[config.mk]
export PLATFORM = sky130hd
export DESIGN_NAME = lui_interlock
export DESIGN_NICKNAME = d
export VERILOG_FILES = /design/src/rtl/lui_pkg.sv /design/src/rtl/lui_hazard_detect.sv /design/src/rtl/lui_stage_reg.sv /design/src/rtl/lui_interlock.sv
export SDC_FILE = /design/constraint.sdc
export NUM_CORES = 1
export LEC_CHECK = 0
export ABC_AREA = 1
export BUFFER_PORTS_ARGS = -buffer_cell sky130_fd_sc_hd__buf_2
export CAP_MARGIN = 40
export CORE_MARGIN = 2
export CORE_UTILIZATION = 45
export DETAILED_ROUTE_END_ITERATION = 16
export PLACE_DENSITY = 0.79
export SLEW_MARGIN = 20
export SYNTH_ARGS = -nofsm -noshare
export SYNTH_HDL_FRONTEND = slang
export SYNTH_HIERARCHICAL = 1
export SYNTH_SLANG_ARGS = --single-unit
[constraint.sdc]
create_clock -name clk -period 3.62 [get_ports clk]
set_clock_uncertainty 0.15 [all_clocks]
set_input_delay 0.543 -clock clk [delete_from_list [all_inputs] [get_ports clk]]
set_output_delay 0.543 -clock clk [all_outputs]
set_load 0.1 [all_outputs]
[src/rtl/lui_pkg.sv]
package lui_pkg;
  localparam int IW     = 32;
  localparam int OPC_W  = 6;
  localparam int RIDX_W = 5;
  localparam int OPC_MSB  = IW - 1;
  localparam int SRCA_MSB = OPC_MSB - OPC_W;
  localparam int SRCB_MSB = SRCA_MSB - RIDX_W;

  typedef logic [IW-1:0]     instr_t;
  typedef logic [OPC_W-1:0]  opc_t;
  typedef logic [RIDX_W-1:0] ridx_t;

  localparam opc_t   OPC_RTYPE = 6'h00;
  localparam opc_t   OPC_LOAD  = 6'h23;
  localparam instr_t NOP_WORD  = '0;

  function automatic opc_t f_opc(input instr_t w);
    return w[OPC_MSB -: OPC_W];
  endfunction

  function automatic ridx_t f_srca(input instr_t w);
    return w[SRCA_MSB -: RIDX_W];
  endfunction

  // second register field: source of R-type, destination of I-type
  function automatic ridx_t f_srcb(input instr_t w);
    return w[SRCB_MSB -: RIDX_W];
  endfunction
endpackage

[src/rtl/lui_hazard_detect.sv]
module lui_hazard_detect
  import lui_pkg::*;
#(
  parameter opc_t LOAD_OPC  = OPC_LOAD,
  parameter opc_t RTYPE_OPC = OPC_RTYPE
) (
  input  instr_t ex_ir,
  input  instr_t id_ir,
  output logic   stall
);
  logic  ex_is_load, dst_live, id_is_rr, hit_a, hit_b;
  ridx_t ex_dst;

  always_comb begin
    ex_is_load = (f_opc(ex_ir) == LOAD_OPC);
    ex_dst     = f_srcb(ex_ir);
    dst_live   = (ex_dst != '0);
    id_is_rr   = (f_opc(id_ir) == RTYPE_OPC);
    hit_a      = (f_srca(id_ir) == ex_dst);
    hit_b      = id_is_rr && (f_srcb(id_ir) == ex_dst);
    stall      = ex_is_load && dst_live && (hit_a || hit_b);
  end
endmodule

[src/rtl/lui_stage_reg.sv]
module lui_stage_reg #(
  parameter int W      = 32,
  parameter bit BUBBLE = 1'b0
) (
  input  logic         clk,
  input  logic         rst,
  input  logic         stall,
  input  logic [W-1:0] d,
  output logic [W-1:0] q
);
  generate
    if (BUBBLE) begin : g_bubble
      // stall port selects the zero word (no-op)
      always_ff @(posedge clk) begin
        if (rst)        q <= '0;
        else if (stall) q <= '0;
        else            q <= d;
      end
    end else begin : g_hold
      // stall port selects the register's own value
      always_ff @(posedge clk) begin
        if (rst)         q <= '0;
        else if (!stall) q <= d;
      end
    end
  endgenerate
endmodule

[src/rtl/lui_interlock.sv]
module lui_interlock
  import lui_pkg::*;
#(
  parameter int   ADDR_W    = 32,
  parameter int   PC_STEP   = 4,
  parameter opc_t LOAD_OPC  = OPC_LOAD,
  parameter opc_t RTYPE_OPC = OPC_RTYPE
) (
  input  logic              clk,
  input  logic              rst,
  input  logic [IW-1:0]     fetch_instr,
  input  logic [ADDR_W-1:0] pc_next,
  output logic [ADDR_W-1:0] pc_q,
  output logic [ADDR_W-1:0] ifid_npc_q,
  output logic [IW-1:0]     ifid_ir_q,
  output logic [IW-1:0]     idex_ir_q
);
  localparam logic [ADDR_W-1:0] STEP = ADDR_W'(PC_STEP);

  logic              stall;
  logic [ADDR_W-1:0] pc_inc;

  assign pc_inc = pc_q + STEP;

  lui_hazard_detect #(.LOAD_OPC(LOAD_OPC), .RTYPE_OPC(RTYPE_OPC)) u_det (
    .ex_ir (idex_ir_q),
    .id_ir (ifid_ir_q),
    .stall (stall)
  );

  lui_stage_reg #(.W(ADDR_W), .BUBBLE(1'b0)) u_pc (
    .clk(clk), .rst(rst), .stall(stall), .d(pc_next), .q(pc_q)
  );

  lui_stage_reg #(.W(ADDR_W), .BUBBLE(1'b0)) u_ifid_npc (
    .clk(clk), .rst(rst), .stall(stall), .d(pc_inc), .q(ifid_npc_q)
  );

  lui_stage_reg #(.W(IW), .BUBBLE(1'b0)) u_ifid_ir (
    .clk(clk), .rst(rst), .stall(stall), .d(fetch_instr), .q(ifid_ir_q)
  );

  lui_stage_reg #(.W(IW), .BUBBLE(1'b1)) u_idex_ir (
    .clk(clk), .rst(rst), .stall(stall), .d(ifid_ir_q), .q(idex_ir_q)
  );
endmodule

==> results of run 1 <==
worst max-delay path by stage:
| stage | from | to | slack [ps] | cells past startpoint |
|---|---|---|---|---|
| after CTS | u_idex_ir/q[20] | u_ifid_ir/q[12] | 1410 | 10 |
| after global placement | u_idex_ir/q[19] | u_pc/q[24] | 1460 | 10 |
| after floorplan | u_idex_ir/q[20] | u_ifid_npc/q[2] | 1210 | 11 |
| after global routing | u_idex_ir/q[20] | u_ifid_ir/q[18] | 1090 | 10 |
| after detailed placement | u_idex_ir/q[20] | u_ifid_npc/q[18] | 1440 | 10 |
| final | u_idex_ir/q[20] | u_ifid_ir/q[12] | 1320 | 10 |
where the power goes:
part           leakage [nW]  switching [W]  internal [W]  total (W)
sequential             1.06      0.0000633       0.00148    0.00154
combinational          2.71       0.000649      0.000148   0.000797
clock                 0.256       0.000600      0.000967    0.00157
total                  4.03        0.00131       0.00259    0.00391
sequential cells by signal (all words and copies together) (netlist names):
register and cells:
u_pc/q 32, u_idex_ir/q 32, u_ifid_ir/q 32, u_ifid_npc/q 32
through the flow:
| stage | hold WS (ps) | std cells | instance area, um2 | worst slack [ps] | total power, W |
|---|---|---|---|---|---|
| 4_1_cts | 162 | 1313 | 7730 | 1410 | 0.00394 |
| 2_1_floorplan | 522 | 943 | 6230 | 1210 | 0.00222 |
| 6_report | 180 | 1313 | 7730 | 1320 | 0.00391 |
| 3_5_place_dp | 298 | 1283 | 7200 | 1440 | 0.00237 |
| 5_1_grt | 182 | 1313 | 7730 | 1090 | 0.00405 |
| 3_3_place_gp | 295 | 1280 | 7120 | 1460 | 0.00235 |
kinds of logic (layout without fill, tap and decap cells):
group	Yosys count	after routing	synth area share
fa+ha+maj	1	1	0.00201
flops	128	128	0.412
xor+xnor	19	19	0.0279
buf+inv	200	394	0.153
simple gates	593	593	0.404
compound gates	2	2	0.00221
Yosys cell counts, drive strengths merged:
library cell and number:
clkinv 1, nand3b 7, and2 2, nand3 9, nor3 1, buf 33, inv 166, o21ai 1
a21oi 1, xnor2 7, nand4 2, dfxtp 128, nor2 273, xor2 12, nand2 299, ha 1
layer usage:
layer  vias to the layer above  routed length (um)  track usage
met3                        28                1250       0.0801
li1                       3051                   -            -
met1                      2533                6310        0.231
met2                       182                6990        0.347
met4                         4                 292       0.0869
met5                         -                  21            0
area by class of cell:
type	instances	area [um2]
Sequential cell	128	2560
Timing Repair Buffer	197	1070
Inverter	167	627
Multi-Input combinational cell	615	2720
Tap cell	176	220
Clock buffer	24	472
Clock inverter	6	60.1
Fill cell	1283	5670
worst max-delay path, cell delays in order (launching register included):
cell and delay [ps]:
dfxtp_1 370, inv_1 90, nand2_1 60, nand2_1 50, nor2_1 100, nand3_1 140, a21oi_4 220, buf_12 470
nand2_1 140, nand2_1 100, nor2_1 40
==> impl_metrics.ini, run 1 <==
[logic_synthesis]
synthCells = 943
yosysWarnings = 6
syn_area_um2 = 6230
synth_top_area_frac = 0.412
synthTopCellsByArea = dfxtp_1, nand2_1, nor2_1
syn_area_per_cell_um2 = 6.60
synth.largest_area_cell = dfxtp_1
yosys_register_bits = 128
synth_cell_types = 25
syn_nets = 1010
yosysSeqAreaShare = 0.412

[timing]
finalHoldViolCount = 0
fin_tns_setup_ps = 0
max-slew-margin-rel = 0.431
period_share = 0.635
slew_violations = 0
rsz0062_at_grt = no
finalSetupViolCount = 0
fmax_ghz = 0.435
tightest_slew_ps = 853
period_minus_slack_ps = 2300

[route]
antenna_left = 0
via_per_inst = 4.42
dr.pass1.iters = 5
drc = 0
drt_iter0_drc = 338
vias = 5798
drt-total-wl_um = 14900
post_drt_wl_per_cell_um = 11.3

[floorplanning]
die_h_um = 122
io_pins = 194
core_um2 = 13400
dieArea_um2 = 14800
die_w_um = 122
rows = 42
start_util = 0.465

[global_route]
antenna_found_initial = 2
gr-usage-all-layers = 0.205
overflow = 0
grt_pass1_wl_um = 23800
grt_pass1_vias = 5176
grt_max_degree = 193

[cells_and_area]
final_cell_mix = nand2_1, nor2_1, buf_2
mostFrequentLayoutCell = nand2_1
layout-drive-gt1-share = 0.241
antennaDiodeCount = 0
area_growth_pct = 24.2
fin_nets = 1193
utilization = 0.577

[critical_path]
worstPathMaxFanout = 192
end_kind = flop
reg2reg_slack_ps = 1320
arrival_ps = 2450
reg2reg_depth = 10
r2r_end = u_ifid_ir/q[12]
critPathKind = flop to flop
start_kind = flop
worst_r2r_startpoint = u_idex_ir/q[20]
required_ps = 3780

[power]
powerDensity_nw_per_um2 = 505
leakage_nw = 4.03
irDropWorstVdd_v = 0.000370

[flow_run]
max_cap_violations = 0

[clocking]
h-tree-depth = 4
root_buffer = clkbuf_16
cts.clk_slew.worst_paths_ps = 60
cts_buffers = 17
cts_sinks = 128
insertion_delay_ps = 420
ctsHoldBuffers = 0
postCtsSetupBuffers = 0
post_cts_resized = 0
clockBufferDepth = 2
cts_tree = yes

[placement]
portBuffers = 193
dp_hpwl_um = 10500
place_congestion = 0.819

[status]
status = finished, final reports clean

[worst_hold_path]
min_path_cells = 3
min_path_type = input port to flop
worstHoldStart = pc_next[3]
min_to = u_pc/q[3]
Note: power is estimated with default switching activity, not from simulation.
==> inputs of run 2 (changes only) <==
- PLACE_DENSITY: 0.79 -> 0.81
- clock period: 3.62 -> 1.9 ns (I/O delays scaled with it)
==> run 2 against run 1 <==
  * The flow now finishes with violations (setup timing)
  * Design area grew 15%
  * Critical path depth rose by 2
  * Non-clock buffer count is 84 higher
  * Register-to-register slack lost 1300 ps
  * Clock-buffer cell count grew 3
  * Clock power increased by 110%
  * Power increased by 100%
  * Sequential power increased by 91%
  * Global-route usage is 3.0 points higher
  * Routed wire length is 23% higher
  * Critical path type unchanged
  * Largest cell class unchanged
  * Highest routed layer is now met4
==> impl_metrics.ini, run 2 (synthesis gave the netlist of run 1 again) <==
[power]
internal_power_w = 0.00530
p_sw_w = 0.00255
pwr-share-comb = 0.211
powerDensity_nw_per_um2 = 884
irDropWorstVdd_v = 0.000741
p_seq_frac = 0.375
clkPwrFrac = 0.414
swShare = 0.325
leakage_nw = 4.50
power.total_w = 0.00785

[worst_hold_path]
min_path_type = input port to flop

[cells_and_area]
final_cell_mix = nand2_1, nor2_1, buf_2
layout-drive-gt1-share = 0.289
stdcell_count = 1400
fin_area_um2 = 8880
area_growth_pct = 42.7
fin_nets = 1277
mostFrequentLayoutCell = nand2_1

[global_route]
gr-usage-all-layers = 0.236
grt_pass1_vias = 5950
antenna_found_initial = 1
overflow = 0
grt_pass1_wl_um = 27400
grt_max_degree = 48

[timing]
rsz0062_at_grt = yes
period_minus_slack_ps = 1910
tightest_slew_ps = 510
layout_setup_ws_ps = -9.49
hold_slack_ps = 168
slew_violations = 0
finalHoldViolCount = 0
fin_tns_setup_ps = -11.2
fmax_ghz = 0.524
finalSetupViolCount = 3
max-slew-margin-rel = 0.662
period_share = 1.00

[floorplanning]
start_util = 0.465
rows = 42
die_w_um = 122
io_pins = 194
core_um2 = 13400
dieArea_um2 = 14800
die_h_um = 122

[placement]
dpl_cell_area_um2 = 7440
dp_hpwl_um = 11100
place_congestion = 0.835
portBuffers = 193
placed_cells = 1294

[flow_run]
max_cap_violations = 0

[route]
antenna_left = 0
vias = 6356
dr.pass1.iters = 5
drt-total-wl_um = 18300
post_drt_wl_per_cell_um = 13.1
drt_iter0_drc = 416
drc = 0
via_per_inst = 4.54

[critical_path]
critPathKind = flop to flop
start_kind = flop
arrival_ps = 2070
worstPathMaxFanout = 24
end_kind = flop
required_ps = 2060

[status]
status = finished with violations
violations = setup timing

[clocking]
insertion_delay_ps = 420
root_buffer = clkbuf_16
cts_tree = yes
clockBufferDepth = 2
cts.clk_slew.worst_paths_ps = 60
h-tree-depth = 4
cts_buffers = 17
cts_sinks = 128
run 2: critical path, cell delays in order (launching register included):
cell	delay, ps
dfxtp_4	340
inv_1	50
nand2_1	60
nor2_1	130
nand2_1	80
nor2_1	80
nand2_1	120
a21oi_4	210
buf_12	190
buf_16	170
nand2_1	80
nand2_1	90
nor2_1	40
run 2: stage by stage:
stage | util | setup WS, ps
3_5_place_dp | 0.555 | 87.4
5_1_grt | 0.663 | -65.8
3_3_place_gp | 0.555 | 93.2
6_report | 0.663 | -9.49
2_1_floorplan | - | 14.2
4_1_cts | 0.651 | -9.83
run 2: metal layers:
layer / global-route usage / routed length [um] / up-vias
li1: - / - / 3229
met1: 0.255 / 7140 / 2821
met2: 0.426 / 9290 / 270
met3: 0.0810 / 1490 / 36
met4: 0.0876 / 395 / 0
met5: 0 / 0 / -
run 2: power by group through the flow:
stage | combinational (W) | clock (W) | sequential [W]
after floorplan | 0.000327 | 0 | 0.00390
after global placement | 0.00151 | 0 | 0.00299
after detailed placement | 0.00152 | 0 | 0.00299
after CTS | 0.00163 | 0.00327 | 0.00294
after global routing | 0.00174 | 0.00339 | 0.00296
final | 0.00166 | 0.00325 | 0.00294
run 2: cell type report:
class,count,area [um2]
sequential,128,2680
multi-input combinational,615,2740
clock buffer,27,513
timing repair buffer,281,2020
fill,1059,4520
clock inverter,5,77.6
inverter,167,629
tap,176,220
antenna,1,2.50
run 2: path summary, 6_finish.rpt:
check	start	endpoint	slack, ps	cells past startpoint
max	u_ifid_ir/q[30]	u_pc/q[24]	-9	12
min	rst	u_idex_ir/q[16]	170	4
max reg2reg	u_ifid_ir/q[30]	u_pc/q[24]	-9	12
min reg2reg	u_ifid_ir/q[10]	u_idex_ir/q[10]	300	2
run 2: repair_timing:
action / 4_1_cts / 5_1_grt
gates cloned: 1 / 4
resized for setup: 2 / 11
endpoints found under the hold margin: 64 / 0
endpoints found under the setup margin: 2 / 116
setup buffers: 1 / 3
hold buffers: 64 / 0
pin swaps: 2 / 3
==> inputs of run 3 (changes only) <==
- ABC_AREA: 1 -> unset
- PLACE_DENSITY: 0.81 -> 0.84
==> run 3 against run 2 <==
  * The run still ends with setup timing left
  * Synthesized cell count is 49% lower
  * Non-clock buffer count rose by 18
  * Sequential power hardly changed
  * Combinational power decreased by 7%
  * Design area decreased by 11%
  * Power down 0.75%
  * Area after synthesis fell by 15%
  * First-iteration DRC count shrank 31%
  * Clock-buffer cell count down 7
  * Core utilization is 2.9 points higher
  * Critical endpoint is now u_ifid_ir/q[18]
==> impl_metrics.ini, run 3 <==
[logic_synthesis]
synth_top_area_frac = 0.483
yosysWarnings = 6
syn_nets = 548
yosysSeqAreaShare = 0.483
async_flop_share = 0
synthFlopType = dfxtp_1
synth_most_common_cell = dfxtp_1
synth_edf_count = 0
synthCells = 481
syn_area_um2 = 5310
synth_cell_types = 29
yosys_register_bits = 128
synth.largest_area_cell = dfxtp_1
ys_top_cells_by_count = dfxtp_1, nor2_1, mux2i_1, nor3b_2, xnor2_1
synthTopCellsByArea = dfxtp_1, mux2i_1, nor2_1
syn_area_per_cell_um2 = 11.0

[clocking]
clockBufferDepth = 2
cts_sinks = 128
root_buffer = clkbuf_16
h-tree-depth = 4
cts_buffers = 17
cts_tree = yes
cts.clk_slew.worst_paths_ps = 60
postCtsSetupBuffers = 0
insertion_delay_ps = 410

[cells_and_area]
final_cell_mix = buf_2, nor2_1, mux2i_1
area_growth_pct = 49.6
stdcell_count = 928
fin_area_um2 = 7940
fin_nets = 839
layout-drive-gt1-share = 0.455
fillers = 774
mostFrequentLayoutCell = buf_2
antennaDiodeCount = 0

[global_route]
grt_pass1_wl_um = 22900
antenna_found_initial = 0
overflow = 0
gr-usage-all-layers = 0.229
grt_pass1_vias = 4657
grt_max_degree = 47

[floorplanning]
core_um2 = 11500
dieArea_um2 = 12700
io_pins = 194
die_h_um = 113
rows = 39
start_util = 0.463
die_w_um = 113

[status]
status = finished with violations
violations = setup timing

[power]
p_seq_frac = 0.375
leakage_nw = 3.52
irDropWorstVdd_v = 0.000866
p_sw_w = 0.00244
pwr-share-comb = 0.199
powerDensity_nw_per_um2 = 981
internal_power_w = 0.00536
swShare = 0.313
clkPwrFrac = 0.426

[critical_path]
worst_r2r_startpoint = u_idex_ir/q[17]
r2r_end = u_ifid_ir/q[18]
worstPathMaxFanout = 22
cpPeakStageDelay_ps = 360
cp_slowest_cell = dfxtp_4
required_ps = 2030
critPathKind = flop to flop
arrival_ps = 2240
reg2reg_slack_ps = -200
crit_path_cell_trace = xor2_1, nor4_1, nand3_1, a21oi_4, buf_12, buf_4, mux2i_2, nor2_1
start_kind = flop
reg2reg_depth = 8
end_kind = flop

[timing]
period_share = 1.11
finalSetupViolCount = 99
finalHoldViolCount = 0
max-slew-margin-rel = 0.656
layout_setup_ws_ps = -205
fmax_ghz = 0.475
slew_violations = 0
rsz0062_at_grt = yes
tightest_slew_ps = 520
period_minus_slack_ps = 2100

[placement]
dp_hpwl_um = 9310
dpl_cell_area_um2 = 6670
place_congestion = 0.816
portBuffers = 193
placed_cells = 832
dpl_worst_slack_ps = -170

[route]
drt_iter0_drc = 289
drc = 0
vias = 4670
drt-total-wl_um = 14600
post_drt_wl_per_cell_um = 15.7
antenna_left = 0
dr.pass1.iters = 5
via_per_inst = 5.03

[worst_hold_path]
min_to = u_ifid_ir/q[28]
min_path_cells = 2
worstHoldStart = rst
min_path_type = input port to flop

[flow_run]
max_cap_violations = 0
-- run 3: cell count changes after synthesis, moves of 16 or more --
cell | before | now
inv_1 | 162 | 2
nand2_1 | 294 | 10
nor3b_2 | 0 | 30
xnor2_1 | 7 | 23
mux2i_1 | 0 | 96
nor2_2 | 24 | 0
nor2_1 | 232 | 103
-- run 3: critical path, delay by kind of cell, from the launching register on --
family | cells | cell delay (ps)
AOI/OAI and AO/OA | 1 | 170
xor gates and xnor gates | 1 | 160
and+or+nand+nor | 3 | 460
DFF | 1 | 360
muxes | 1 | 260
buffers and inverters | 2 | 400
-- run 3: through the flow --
step / hold slack, ps / utilization / power, W / setup TNS (ps)
2_1_floorplan: 200 / - / 0.00410 / -22280
3_3_place_gp: 319 / 0.582 / 0.00437 / -7280
3_5_place_dp: 337 / 0.582 / 0.00440 / -11120
4_1_cts: 114 / 0.692 / 0.00784 / -11780
5_1_grt: 147 / 0.692 / 0.00806 / -28210
6_report: 140 / 0.692 / 0.00779 / -10680
-- run 3: final cells by class --
cell class | count | area (um2) | share of cell area
inverter | 2 | 7.51 | 0.000946
multi-input combinational | 324 | 2440 | 0.307
tap | 143 | 179 | 0.0225
clock inverter | 12 | 135 | 0.0170
timing repair buffer | 299 | 2000 | 0.252
sequential | 128 | 2700 | 0.340
clock buffer | 20 | 478 | 0.0602
-- run 3: worst max-delay path by stage --
stage               startpoint  cells after the start              end  slack (ps)
3_3_place_gp   u_ifid_ir/q[18]                      8  u_ifid_ir/q[29]        -120
4_1_cts        u_idex_ir/q[17]                      8  u_ifid_npc/q[4]        -160
3_5_place_dp   u_idex_ir/q[17]                      8  u_ifid_ir/q[28]        -170
6_report       u_idex_ir/q[17]                      8  u_ifid_ir/q[18]        -200
5_1_grt        u_idex_ir/q[17]                      8  u_ifid_ir/q[18]        -360
2_1_floorplan  u_idex_ir/q[18]                      8       u_pc/q[30]        -240
-- run 3: logic make-up after synthesis --
logic type               after synthesis  share of synthesized area
AO/OA/AOI/OAI                          2                    0.00188
XOR/XNOR                              38                     0.0627
adder cells (fa/ha/maj)                1                    0.00236
buffers and inverters                 29                     0.0608
flip-flops                           128                      0.483
multiplexers                          96                      0.181
AND/OR/NAND/NOR                      187                      0.208
-- run 3: metal layers --
layer,vias to the layer above,share of wire,track usage
li1,2215,-,-
met1,2221,0.39,0.258
met2,204,0.52,0.399
met3,30,0.068,0.0734
met4,0,0.025,0.0943
met5,-,0,0
-- run 3: timing repair --
action,4_1_cts,5_1_grt
hold endpoints to repair,64,0
endpoints found under the setup margin,101,127
resized for setup,2,1
gates cloned,0,0
hold buffers,64,0
-- run 3: power groups by stage --
stage                     sequential, W  clock, W  combinational, W
after global placement          0.00297         0           0.00141
after floorplan                 0.00389         0          0.000213
after CTS                       0.00292   0.00339           0.00153
after global routing            0.00294   0.00352           0.00160
final                           0.00292   0.00332           0.00155
after detailed placement        0.00298         0           0.00143
